==> src/rtl/udc_pkg.sv <==
package udc_pkg;
  typedef enum logic [1:0] {
    DIR_HOLD = 2'd0,
    DIR_UP   = 2'd1,
    DIR_DOWN = 2'd2
  } dir_e;
endpackage

==> src/rtl/udc_dir_decode.sv <==
module udc_dir_decode
  import udc_pkg::*;
(
  input  logic up_cmd,
  input  logic dn_cmd,
  output dir_e dir
);
  // Upward request wins when both lines are raised.
  always_comb begin
    if (up_cmd)      dir = DIR_UP;
    else if (dn_cmd) dir = DIR_DOWN;
    else             dir = DIR_HOLD;
  end
endmodule

==> src/rtl/udc_next_state.sv <==
module udc_next_state
  import udc_pkg::*;
#(
  parameter int WIDTH = 4
) (
  input  logic [WIDTH-1:0] cur,
  input  dir_e             dir,
  output logic [WIDTH-1:0] nxt
);
  // ones_below[i]: bits i-1..0 are all 1; zeros_below[i]: all 0.
  logic [WIDTH-1:0] ones_below;
  logic [WIDTH-1:0] zeros_below;
  logic [WIDTH-1:0] flip;

  assign ones_below[0]  = 1'b1;
  assign zeros_below[0] = 1'b1;

  genvar i;
  generate
    for (i = 1; i < WIDTH; i++) begin : g_chain
      assign ones_below[i]  = ones_below[i-1]  &  cur[i-1];
      assign zeros_below[i] = zeros_below[i-1] & ~cur[i-1];
    end
    for (i = 0; i < WIDTH; i++) begin : g_flip
      assign flip[i] = ((dir == DIR_UP)   && ones_below[i]) ||
                       ((dir == DIR_DOWN) && zeros_below[i]);
    end
  endgenerate

  assign nxt = cur ^ flip;
endmodule

==> src/rtl/udc_counter.sv <==
module udc_counter
  import udc_pkg::*;
#(
  parameter int WIDTH = 4
) (
  input  logic             clk,
  input  logic             rst,
  input  logic             up_cmd,
  input  logic             dn_cmd,
  output logic [WIDTH-1:0] count
);
  localparam logic [WIDTH-1:0] ZERO = '0;
  localparam logic [WIDTH-1:0] ONE  = WIDTH'(1);

  dir_e             dir;
  logic [WIDTH-1:0] count_nxt;

  udc_dir_decode u_dec (
    .up_cmd (up_cmd),
    .dn_cmd (dn_cmd),
    .dir    (dir)
  );

  udc_next_state #(.WIDTH(WIDTH)) u_nxt (
    .cur (count),
    .dir (dir),
    .nxt (count_nxt)
  );

  always_ff @(posedge clk) begin
    if (rst) count <= ZERO;
    else     count <= count_nxt;
  end

  // reset forces zero on the following edge
  p_reset_zero_r1: assert property (@(posedge clk)
    rst |=> (count == ZERO));

  // upward step adds one, wrapping at the top
  p_up_step_r2: assert property (@(posedge clk) disable iff (rst)
    (up_cmd && !dn_cmd) |=> (count == $past(count) + ONE));

  // no command means no change
  p_hold_r3: assert property (@(posedge clk) disable iff (rst)
    (!up_cmd && !dn_cmd) |=> $stable(count));

  // downward step subtracts one, wrapping at the bottom
  p_down_step_r4: assert property (@(posedge clk) disable iff (rst)
    (dn_cmd && !up_cmd) |=> (count == $past(count) - ONE));

  // both commands behave as upward
  p_both_up_r5: assert property (@(posedge clk) disable iff (rst)
    (up_cmd && dn_cmd) |=> (count == $past(count) + ONE));

  // any active step flips the least significant bit
  p_lsb_flip_r8: assert property (@(posedge clk) disable iff (rst)
    (up_cmd || dn_cmd) |=> (count[0] != $past(count[0])));
endmodule

==> config.mk <==
export PLATFORM = sky130hd
export DESIGN_NAME = udc_counter
export DESIGN_NICKNAME = d
export VERILOG_FILES = /design/src/rtl/udc_pkg.sv /design/src/rtl/udc_dir_decode.sv /design/src/rtl/udc_next_state.sv /design/src/rtl/udc_counter.sv
export SDC_FILE = /design/constraint.sdc
export NUM_CORES = 1
export LEC_CHECK = 0
export ABC_AREA = 1
export BUFFER_PORTS_ARGS = -buffer_cell sky130_fd_sc_hd__buf_2
export CAP_MARGIN = 20
export CORE_AREA = 2 2 39 41
export DETAILED_ROUTE_END_ITERATION = 8
export DIE_AREA = 0 0 41 43
export GPL_TIMING_DRIVEN = 0
export PLACE_DENSITY_LB_ADDON = 0.25
export SETUP_SLACK_MARGIN = 0.05
export SLEW_MARGIN = 15
export SYNTH_ARGS = -nofsm -noshare
export SYNTH_HDL_FRONTEND = slang
export SYNTH_SLANG_ARGS = --single-unit
==> constraint.sdc <==
create_clock -name clk -period 1 [get_ports clk]
set_input_delay 0.15 -clock clk [delete_from_list [all_inputs] [get_ports clk]]
set_output_delay 0.15 -clock clk [all_outputs]
set_load 0.005 [all_outputs]
# After elaboration in Yosys (flattened, before gate mapping)
# Index checks and enable logic that the tools add are counted.
# classes
n_eq_ne	2
n_mul	0
muxes	2
add_sub_neg	0
n_shift	0
n_lt_le_gt_ge	0
n_reduce_logical	10
bitwise_logic	8
n_div	0
# ops
cell	count
$logic_and A1 B1 Y1	6
$and A1 B1 Y1	4
$logic_or A1 B1 Y1	4
$mux W2	2
$xor A4 B4 Y4	1
$not A1 Y1	3
$eq A2 B1 Y1 const B	1
$eq A2 B2 Y1 const B	1
# word_totals
latch_bits	0
mem_count	0
input_bits	4
ram_bits	0
rom_bits	0
wordCells	23
ff_bits	4

# Logic depth before layout (Yosys ltp)
# Gate-level depths: netlist of run 1.
# logic_depth
word_depth	6
mapped_depth	6
depth_no_buf	6

# Hierarchy
# From an unflattened synthesis of run 1, not the netlist that was laid out.
# unflattened
cells_unflattened	47
hier_area_um2	277.8
# modules_own_cells
module	area_per_inst_um2	cells_per_inst	n_inst
udc_next_state	150.1	32	1
udc_counter	110.1	12	1
udc_dir_decode	17.5	3	1

# Worst setup path before layout of run 1
# Ideal clock, no wire load.
# synth_timing
path_type	register -> register
start	reg count[0]
end	reg count[3]
path_buffers	0
period_less_slack_ps	865
path_stages_with_launch	4
t_arrival_ps	750
setup_slack_ps	135
required_time_ps	885
cell_sequence	dfxtp_1 -> nand4_1 -> a21oi_1 -> nor2_1
# synth_via
elab_chain_len	6
elab_cells_between_ends	9
classes_between	bitwise (6); reduce/logical (3)
# synth_rtl
item	line	rtl
start, declared	udc_counter.sv:10	output logic [WIDTH-1:0] count
start signal, assigned	udc_counter.sv:32	else count <= count_nxt;
$not A1 Y1	udc_next_state.sv:22	assign zeros_below[i] = zeros_below[i-1] & ~cur[i-1];
$and A1 B1 Y1 (2 in series)	udc_next_state.sv:22	
$logic_and A1 B1 Y1	udc_next_state.sv:26	((dir == DIR_DOWN) && zeros_below[i]);
$logic_or A1 B1 Y1 *	udc_next_state.sv:25	assign flip[i] = ((dir == DIR_UP) && ones_below[i]) ||
$xor A4 B4 Y4 *	udc_next_state.sv:30	assign nxt = cur ^ flip;
# Mark *: on every way between the ends. The rest lies on a longest branch, timed or not.
# A chain may end at the register's enable or synchronous reset.

# Worst setup path in the final report of run 1
# layout_timing
start	reg count[1]
end	out count[1]
# No word-level cell between the ends.

==> flow_results.org, run 1 <==
** Power
- Pint :: 347 µW
- Summed over all cells, the static leakage comes to 0.153 nW.
- VDD IR-drop max :: between 0.0003 and 0.0004 V
- In this run, the combinational gates consume ~18% of the power.
- Net switching is between 20% and 30% of the power.
- In this run the power spent charging and discharging nets is 119 µW.
- For this design the ratio of total power to cell area is roughly 1600 nW/µm².
- Power share of the sequential group :: about two fifths
- Share of total power in the clock network :: 41.5%
- Total Power Consumption :: 466 µW

** Die
- After floorplanning, the core was divided into 14 placement rows.
- Die boundary width :: 41 µm
- Die Footprint :: roughly 1800 µm²
- For this configuration, the core starts out at a cell density of 16.0%.
- Die Span Y :: between 40 and 50 µm
- Std-Cell Core Area :: ~1400 µm²
- Number of top-level pins :: 8

** Routing
- The detail route stage leaves a number of antenna-violating nets equal to 0.
- Residual DRC :: 0
- Average detailed-routed wire length per instance :: 6.95 µm
- Number of iterations in the first detailed-routing pass :: 1
- In the routed layout, each cell is associated on average with a via count of roughly 3.7.
- Number of vias in the routed layout :: 219
- The detailed router finished its first iteration with 0 violations.
- Wires add up to about 410 µm.

** Logic synthesis
- Counting every net in the synthesized netlist gives 37.
- Synthesized netlist cell count :: 33
- Sequential cell area fraction in the yosys report :: between 30 and 40%
- In this run the mean area of a mapped cell was 6.71 µm².
- Synth warn :: 0
- Synth cell types :: 10
- Summing every instance area after synthesis gives 221 µm².
- Synthesis inferred 4 register bits.

** STA
- Setup repair after global routing left no endpoint under its margin.
- Share of the clock period used by the worst path after layout :: about nine tenths
- Worst Clk Skew :: roughly 0.0009 ns
- Sum of negative setup slack :: 0 ns
- Based on the critical path, the design can be clocked at up to roughly 1100 MHz.
- Hold timing on the final database bottoms out at a slack of 0.174 ns.
- After layout, the worst setup slack is about 0.11 ns.
- Number of max-slew violations in the final report :: 0
- The total count of hold-check failures in the final report was 0.
- Setup violation total in the final timing report :: 0
- Headroom to the max-slew limit came out at 89.9%.
- At the pin with the least slew margin, the transition time is roughly 0.15 ns.
- The routed design could run at a clock period as short as about 0.89 ns.

** Setup path
- CP Launch Type :: flip-flop
- Delay of the slowest critical-path stage :: approximately 0.38 ns
- The critical path in this run is classified as flip-flop to output pin.
- Required time at the worst-slack endpoint :: roughly 0.85 ns
- On the critical path, the stage with the largest delay is an instance of sky130_fd_sc_hd__dfxtp_1.
- The worst setup path is captured at an output pin.
- Cell chain of the critical path :: buf_2
- Data arrival time at the worst-slack endpoint :: about 0.74 ns
- CP top delay family :: flip-flops
- Biggest fanout along the worst timing path :: 5
- Buffers and inverters on the worst path :: 1

** Final layout
- The layout has approximately 160 filler cells.
- Antenna cell count :: 0
- Largest register by flop count :: count
- The multi-input combinational cells in the finished layout cover a total of 119 µm².
- Top Registers :: count (4)
- In the final design database the tool counted 49 nets.
- Most frequent standard cell in the layout excluding fill and tap cells :: sky130_fd_sc_hd__buf_2
- Sequential cell area :: 81.3 µm²
- Compared with the post-synthesis result, the final layout area differs by 35.6%.
- Commonest non-fill, non-tap cells in the layout :: sky130_fd_sc_hd__buf_2, sky130_fd_sc_hd__inv_1, sky130_fd_sc_hd__nand2_1, sky130_fd_sc_hd__a21oi_1, sky130_fd_sc_hd__nor2_1
- The count of cells in the finished layout, fillers not included, comes to between 50 and 60.
- For this run, the share of the core covered by cells in the final layout is 21.7%.
- Max FFs per register :: 4
- In the final layout, the share of cells above drive strength 1 is roughly a third.
- Summing all non-filler instances in the final layout gives an area of about 300 µm².

** Global routing
- The total overflow left after global routing is 0.
- The first global-routing pass estimated ~730 µm of wire.
- Entering global routing, the biggest net connects 7 pins.
- The initial antenna violation count was 0.
- The number of global-route vias before repair came to ~220.
- Overall global routing resource usage :: around 6.9%

** Clock network
- Buffers inserted during clock tree synthesis total 3.
- Clock edge transition at the registers on the reported setup and hold paths :: roughly 0.040 ns
- Max Buffers Root-to-Sink :: 2
- Number of buffers added to fix hold violations after cts :: 0
- Clock tree synthesis selected as its root buffer the cell sky130_fd_sc_hd__clkbuf_4.
- For the worst-skew pair, the clock arrives at the later sink with an insertion delay of 0.23 ns.
- TritonCTS built the clock tree.
- In this run the number of H-tree levels came out at 1.
- CTS Sinks :: 4

** Flow run
- # Max-Cap Violations :: 0

** Outcome
- The run finished with clean final reports.

** Min path
- In this run the worst hold path is classified as input port to flip-flop.

** Place
- Worst-case setup slack after placement :: 0.0872 ns
- Detail Placement HPWL :: approximately 360 µm
- Placed Cells incl. Taps :: 56
- Input and output buffers added on the ports amount to 7.
- Summing all placed instances gives a cell area of between 200 and 300 µm².
- Routability congestion estimate from global placement :: a little under 0.6
-- synth_stat cells --
cell type	instances	share of area (%)
sky130_fd_sc_hd__nor2_1	4	6.8
sky130_fd_sc_hd__nand3_2	2	9.0
sky130_fd_sc_hd__a21oi_1	4	9.0
sky130_fd_sc_hd__nand3_1	3	6.8
sky130_fd_sc_hd__dfxtp_1	4	36
sky130_fd_sc_hd__nand4_1	1	2.8
sky130_fd_sc_hd__nand2_1	6	10
sky130_fd_sc_hd__nor2_2	2	5.6
sky130_fd_sc_hd__o21a_1	1	3.4
sky130_fd_sc_hd__inv_1	6	10
-- metal layers --
metal / GRT usage [%] / up-vias / wire [µm]
met3: 3.14 / 2 / 32
met4: 10.0 / 0 / 8
met2: 9.38 / 4 / 196
met1: 5.77 / 86 / 174
met5: 0 / - / 0
li1: - / 127 / -
-- final cells by class --
cell class	count	share of cell area [%]
multi-input cells	23	39.6
repair buffers	7	11.7
well taps	16	6.67
clock buffers	3	7.50
inverters	6	7.50
flip-flops and latches	4	27.1
-- power by group through the flow --
stage	clock network (mW)	logic, mW	registers, mW
finish	0.193	0.0822	0.191
global route	0.215	0.0953	0.194
CTS	0.201	0.0845	0.191
detailed placement	0	0.0842	0.193
global placement	0	0.0832	0.194
floorplan	0	0.0518	0.193
-- cell families after synthesis --
group | after synthesis | synth area share, %
compound gates | 5 | 12.4
simple gates | 18 | 41.2
flops | 4 | 36.2
buf+inv | 6 | 10.2
-- timing repair --
action                     CTS  global route
buffers inserted             0             0
setup endpoints to repair    1             0
gates resized for setup      1             0
-- final timing paths --
path              endpoint  slack, ns  cells past startpoint  startpoint
setup / recovery  count[1]       0.11                      1    count[1]
hold / removal    count[0]       0.17                      3         rst
setup reg to reg  count[3]       0.13                      4    count[0]
hold reg to reg   count[3]       0.54                      3    count[3]
No activity file was read; power rests on OpenSTA's default activity.
==> inputs of run 2 (changes only) <==
--- a/config.mk
+++ b/config.mk
@@ -8,6 +8,8 @@
 export ABC_AREA = 1
 export BUFFER_PORTS_ARGS = -buffer_cell sky130_fd_sc_hd__buf_2
 export CAP_MARGIN = 20
+export CELL_PAD_IN_SITES_DETAIL_PLACEMENT = 0
+export CELL_PAD_IN_SITES_GLOBAL_PLACEMENT = 2
 export CORE_AREA = 2 2 39 41
 export DETAILED_ROUTE_END_ITERATION = 8
 export DIE_AREA = 0 0 41 43
==> run 2 against run 1 <==
Non-clock buffer count is the same. First-iteration DRC count rose by 2. Combinational power rose by 6.7%. Die area stayed put. Register-to-register slack is essentially flat. Sequential cell count did not move. Design area rose by 3.3%. Clock power up 4%. Routed wire length rose by 25%. Worst setup slack worse by 0.0094 ns. Count of clock-buffer cells in the layout unchanged.
==> flow_results.org, run 2 (synthesis results as in run 1) <==
** Global routing
- Maximum number of pins on one net before global-route repair :: 7 (unchanged)
- Wire length of the first global-routing pass :: 855 µm (+17%)
- The total congestion overflow was 0 (unchanged).
- Antenna violations before repair :: 0 (unchanged)
- Number of global-route vias before repair :: 238 (+11%)
- Overall global routing resource usage :: 7.61% (+0.69 points)

** Final layout
- Fin nets :: 49 (unchanged)
- Largest register by flop count :: count
- Top Registers :: count (4)
- Leaving out fill and tap cells, the most frequent cell in the layout is sky130_fd_sc_hd__buf_2.
- The flip-flop count of the largest register, all copies and words added was 4 (unchanged).
- The layout cell share with drive strength beyond 1 came to 39.5% (+4.7 points).
- From synthesis to final layout, the design area changed by 40.1%.
- Commonest non-fill, non-tap cells in the layout :: sky130_fd_sc_hd__buf_2, sky130_fd_sc_hd__inv_1, sky130_fd_sc_hd__nand2_1, sky130_fd_sc_hd__nor2_1
- Antenna cell count :: 0 (unchanged)

** Setup path
- Data arrival time at the worst-slack endpoint :: 0.75 ns (about the same)
- The critical path starts at count[0].
- Element type at the critical path end :: output pin
- Slowest stage cell on the critical path :: sky130_fd_sc_hd__dfxtp_2
- The number of stages on the worst setup path is 1 (unchanged).
- Delay of the slowest critical-path stage :: 0.38 ns (about the same)
- Traced cell by cell, the critical path runs through buf_2.
- Worst setup path class :: flip-flop to output pin
- The startpoint identified for the worst register-to-register timing path is count[0].
- Biggest fanout along the worst timing path :: 6 (+1)
- The number of cells on the worst reg-to-reg path came to 4 (unchanged).
- The endpoint required time on the critical path was 0.85 ns (about the same).
- The worst setup path is launched from a flip-flop.
- The number of buffers and inverters on the critical path came to 1 (unchanged).
- Among cell families on the critical path, the largest total delay comes from flip-flops.

** Power
- Combinational cell fraction of total power :: 18.1% (+0.5 points)
- Pint :: 350 µW (+1.0%)
- Switching power share of the total :: 27.5% (+1.9 points)
- VDD IR-drop max :: 0.000583 V (+57%)
- The leakage component of the power is 0.155 nW (+1.1%).
- The power density normalized to cell area is 1560 nW/µm² (+0.38%).
- Total Power Consumption :: 483 µW (+3.7%)
- The share of total power in sequential cells is 40.5% (-0.4 points).
- The fraction of power consumed by the clock network came to 41.3% (-0.2 points).
- The net switching component of the power is 133 µW (+12%).

** Clock network
- Clock buffer count from CTS :: 3 (unchanged)
- The clock sink total is 4 (unchanged).
- In this run the clock root is driven by a sky130_fd_sc_hd__clkbuf_4.
- H-tree depth :: 1 (unchanged)
- The later-pin clock latency in the skew report came to 0.24 ns (about the same).
- Clock tree from TritonCTS :: done
- The worst-case clock buffer depth was 2 (unchanged).
- Clock edge transition at the registers on the reported setup and hold paths :: 0.04 ns (about the same)
- The quantity of hold-fixing buffers added after cts was 0 (unchanged).
- Post-CTS Setup Inserts :: 0 (unchanged)

** STA
- Number of max-slew violations in the final report :: 0 (unchanged)
- The final number of setup-violating endpoints came to 0 (unchanged).
- Slack of the critical path :: 0.0959 ns (-0.00935 ns)
- The maximum frequency from static timing analysis was 1110 MHz (-1.0%).
- Worst Clk Skew :: 0.000438 ns (-0.000486 ns)
- The minimum clock period was 0.904 ns (+0.00935 ns).
- Sum of negative setup slack :: 0 ns (unchanged)
- Slew @ Worst Pin :: 0.150 ns (-0.00116 ns)
- The tightest slew margin relative to the limit is 90.0% (about the same).
- The final clock period utilization by the worst path was 90.4% (+0.94 points).
- Setup repair after global routing left no endpoint under its margin.
- The total count of hold-check failures in the final report came to 0 (unchanged).
- Worst hold margin :: 0.168 ns (-0.00626 ns)

** Die
- Std-Cell Core Area :: 1380 µm² (unchanged)
- Die Span Y :: 43 µm (unchanged)
- Die Footprint :: 1760 µm² (unchanged)
- Core Rows :: 14 (unchanged)
- The number of top-level pins came to 8 (unchanged).
- Die boundary width :: 41 µm (unchanged)
- The effective utilization at floorplan came to 16.0% (unchanged).

** Routing
- Residual DRC :: 0 (unchanged)
- Average detailed-routed wire length per instance :: 8.68 µm (+25%)
- The detail-routed via count per cell is 4.24 (+14%).
- The total iterations of the first detailed-routing run came to 4 (+3).
- The total via count after detailed routing was 250 (+14%).
- Number of nets with antenna violations after routing :: 0 (unchanged)
- The iteration-0 DRC count of the detailed router is 2 (+2).
- The total detailed-routing wirelength came to 512 µm (+25%).

** Min path
- Worst Hold Launch :: rst
- The worst hold path belongs to the class input port to flip-flop.
- The worst hold path depth came to 3 (unchanged).

** Place
- Routability congestion estimate from global placement :: 0.627 (+7.9%)
- I/O Buffers :: 7 (unchanged)
- The final HPWL from detailed placement is 436 µm (+21%).
- The post-placement setup slack was 0.0780 ns (-0.00924 ns).

** Flow run
- # Max-Cap Violations :: 0 (unchanged)

** Outcome
- The run finished with clean final reports.
[run 2: per-layer routing]
layer / vias up / part of all wire (%) / GRT usage, %
met1: 108 / 40 / 8.28
met3: 5 / 11 / 2.62
li1: 127 / - / -
met5: - / 0 / 0
met4: 0 / 5.7 / 10.0
met2: 10 / 43 / 9.38
[run 2: final cells by class]
cell class | instances | area (µm²)
Clock buffer | 3 | 22.5
Fill cell | 170 | 1070
Inverter | 6 | 22.5
Timing Repair Buffer | 7 | 35.0
Sequential cell | 4 | 82.6
Multi-Input combinational cell | 23 | 128
Tap cell | 16 | 20.0
[run 2: per-stage QoR]
stage | instances | cell area (µm²) | utilization, %
finish | 59 | 310 | 22.4
global route | 59 | 310 | 22.4
CTS | 59 | 300 | 21.7
detailed placement | 56 | 277 | 20.0
global placement | 56 | 277 | 20.0
floorplan | 33 | 221 | -
[run 2: worst paths after layout]
check | to | slack, ns
max | count[0] | 0.1
min | count[0] | 0.17
max reg2reg | count[3] | 0.13
min reg2reg | count[3] | 0.56
[run 2: power by group through the flow]
stage	clock [mW]	sequential, mW	combinational, mW
finish	0.200	0.196	0.0877
global route	0.224	0.198	0.103
CTS	0.213	0.192	0.0869
detailed placement	0	0.194	0.0863
global placement	0	0.194	0.0829
floorplan	0	0.193	0.0518
[run 2: repair_timing]
action                                  in CTS  in global routing
resized for setup                            1                  3
pin swaps                                    0                  2
endpoints found under the setup margin       1                  2
==> inputs of run 3 (changes only) <==
==> constraint.sdc (replaced) <==
create_clock -name clk -period 0.9 [get_ports clk]
set_input_delay 0.135 -clock clk [delete_from_list [all_inputs] [get_ports clk]]
set_output_delay 0.135 -clock clk [all_outputs]
set_load 0.005 [all_outputs]
==> run 3 against run 2 <==
Critical path depth increased by 3. Count of clock-buffer cells in the layout unchanged. Global-route usage increased by 1.7 points. First-iteration DRC count decreased by 100%. Non-clock buffer count unchanged. Routed wire length increased by 8.2%. Combinational power increased by 28%. Die area unchanged. Register-to-register slack got worse by 0.11 ns. Sequential cell count unchanged. Via count decreased by 0.80%. Worst setup slack got worse by 0.077 ns. Critical path type is now flip-flop to flip-flop.
==> flow_results.org, run 3 (synthesis results as in run 1) <==
** Outcome
- Outcome :: finished clean

** Routing
- Met2 WL :: 256 µm (+15%)
- Residual DRC :: 0 (unchanged)
- Number of iterations in the first detailed-routing pass :: 1 (-3)
- Total wire length :: 554 µm (+8.2%)
- Violation count after the first detailed-routing iteration :: 0 (-2)
- Number of vias in the routed layout :: 248 (-0.80%)
- The routed length on met1 is 226 µm (+11%).
- Routed met3 length :: 39 µm (-30%)
- The average routed wire per standard cell is 9.39 µm (+8.2%).
- Via count normalized by instance count :: 4.20 (-0.80%)
- The number of routed nets with antenna violations came to 0 (unchanged).
- In this run the top signal layer used is met4.

** Die
- The die width was 41 µm (unchanged).
- Initial core utilization :: 16.0% (unchanged)
- Die Footprint :: 1760 µm² (unchanged)
- Die Span Y :: 43 µm (unchanged)
- The number of top-level pins is 8 (unchanged).
- The placeable core region was 1380 µm² (unchanged).
- The number of standard-cell rows in the floorplan came to 14 (unchanged).

** Clock network
- Max Buffers Root-to-Sink :: 2 (unchanged)
- The quantity of hold-fixing buffers added after cts came to 0 (unchanged).
- Clock root buffer :: sky130_fd_sc_hd__clkbuf_4
- The number of setup buffers added after CTS came to 0 (unchanged).
- The later-pin clock latency in the skew report came to 0.24 ns (about the same).
- Clock edge transition at the registers on the reported setup and hold paths :: 0.04 ns (about the same)
- TritonCTS built the clock tree.
- H-tree depth :: 1 (unchanged)
- The TritonCTS buffer count was 3 (unchanged).
- The clock sink total was 4 (unchanged).

** Final layout
- Commonest non-fill, non-tap cells in the layout :: sky130_fd_sc_hd__inv_1, sky130_fd_sc_hd__nand2_1, sky130_fd_sc_hd__buf_2, sky130_fd_sc_hd__nor2_1
- The final-stage net count was 49 (unchanged).
- The total area of multi-input combinational cells was 134 µm² (+4.9%).
- Final standard cell utilization of the core :: 24.1% (+1.7 points)
- Top Registers :: count (4)
- Antenna cell count :: 0 (unchanged)
- count holds more flip-flops than any other register.
- Area growth syn-to-layout :: 50.8%
- The area occupied by registers came to 87.6 µm² (+6.1%).
- The flip-flop count of the largest register, all copies and words added came to 4 (unchanged).
- The layout cell share with drive strength beyond 1 was 46.5% (+7.0 points).
- Layout fillers :: 159 (-6.5%)

** STA
- Max Clock Freq :: 1130 MHz
- The total count of hold-check failures in the final report was 0 (unchanged).
- Share of the clock period used by the worst path after layout :: between 90 and 100%
- The aggregate negative setup slack came to 0 ns (unchanged).
- Setup repair after global routing could not meet its margin everywhere.
- Subtracting the final worst setup slack from the clock period gives 0.881 ns.
- Number of max-slew violations in the final report :: 0 (unchanged)
- Slew @ Worst Pin :: 0.182 ns (+0.0321 ns)
- Max_slew headroom :: 87.8% (-2.1 points)
- Slack of the critical path :: 0.0187 ns (-0.0772 ns)
- The largest clock skew in the final design is 0.00242 ns (+0.00198 ns).
- Worst hold margin :: 0.136 ns (-0.0320 ns)
- The final number of setup-violating endpoints was 0 (unchanged).

** Place
- Detail Placement HPWL :: 426 µm (-2.3%)
- The global placement routability congestion was 0.675 (+7.6%).
- The post-placement setup slack was -0.00826 ns (-0.0863 ns).
- The number of I/O port buffers was 7 (unchanged).

** Setup path
- Delay of the slowest critical-path stage :: 0.36 ns (-0.02 ns)
- Data arrival time at the worst-slack endpoint :: 1.02 ns (+0.27 ns)
- Slowest stage cell on the critical path :: sky130_fd_sc_hd__dfxtp_4
- The setup path with the least slack is of type flip-flop to flip-flop.
- Setup slack of the worst register-to-register path :: 0.02 ns (-0.11 ns)
- CP Launch Type :: flip-flop
- Biggest fanout along the worst timing path :: 5 (-1)
- Startpoint of the worst register-to-register path :: count[1]
- The number of cells on the worst reg-to-reg path came to 4 (unchanged).
- End of the worst register-to-register path :: count[3]
- Element type at the critical path end :: flip-flop
- Required time at the worst-slack endpoint :: 1.04 ns (+0.19 ns)
- Cell chain of the critical path :: nor2_4, nand3_2, a21oi_2, nor2_1

** Min path
- The worst hold path depth came to 3 (unchanged).
- Worst Hold Launch :: rst
- In this run the worst hold path is classified as input port to flip-flop.
- For hold timing, the worst endpoint is count[0].

** Flow run
- The number of max-capacitance violations reported was 0 (unchanged).

** Power
- Combinational cell fraction of total power :: 19.9% (+1.8 points)
- Leak :: 0.156 nW (+0.58%)
- The share of total power in sequential cells was 39.0% (-1.5 points).
- Switching component of the power :: 164 µW (+24%)
- Share of total power in the clock network :: 41.2% (about the same)
- Pint :: 400 µW (+14%)
- The largest voltage drop on the vdd net came to 0.000412 V (-29%).
- Switching power share of the total :: 29.1% (+1.6 points)
- The power density normalized to cell area is 1690 nW/µm² (+8.5%).

** Global routing
- Congestion Overflow GR :: 0 (unchanged)
- Overall global routing resource usage :: 9.33% (+1.7 points)
- Maximum number of pins on one net before global-route repair :: 7 (unchanged)
- The wire length of the first global-routing pass was 1.01 mm (+19%).
- Number of global-route vias before repair :: 250 (+5.0%)
- Antenna violations before repair :: 0 (unchanged)
==> run 3: through the flow <==
step	instances	cell area, µm²	power [mW]
final	59	334	0.564
after global routing	59	334	0.612
after CTS	59	328	0.566
after detailed placement	56	278	0.312
after global placement	56	278	0.309
after floorplan	33	223	0.273
==> run 3: worst max-delay path by stage <==
stage             start  endpoint  slack, ns  cells past startpoint
6_report       count[1]  count[3]       0.02                      4
5_1_grt        count[1]  count[3]      -0.03                      4
4_1_cts        count[0]  count[3]       0.04                      4
3_5_place_dp   count[1]  count[3]     -0.008                      3
3_3_place_gp   count[1]  count[3]       0.01                      3
2_1_floorplan  count[1]  count[3]       0.06                      3
==> run 3: critical path: cells and delay by family, from the launching register on <==
family	cells	cell delay [ns]
flip-flops	1	0.36
AO/OA/AOI/OAI	1	0.14
AND/OR/NAND/NOR	3	0.27
==> run 3: power groups by stage <==
stage | Combinational, mW | Sequential (mW) | Clock, mW
floorplan | 0.0576 | 0.216 | 0
global placement | 0.0922 | 0.217 | 0
detailed placement | 0.0949 | 0.217 | 0
CTS | 0.108 | 0.219 | 0.238
global route | 0.127 | 0.224 | 0.261
finish | 0.112 | 0.220 | 0.232
==> run 3: metal layers <==
layer,vias to the layer above,global-route usage [%]
met2,9,11.6
li1,125,-
met3,5,4.71
met1,109,10.3
met5,-,0
met4,0,10.0
==> run 3: timing repair <==
action                     CTS  global route
setup endpoints to repair    4             7
pin swaps                    1             6
gates resized for setup      7             3
==> run 3: layout make-up <==
cell class              instances  area share (%)
flip-flops and latches          4            26.2
clock buffers                   3            6.74
inverters                       6            6.74
well taps                      16            5.99
multi-input cells              23            40.1
repair buffers                  7            14.2
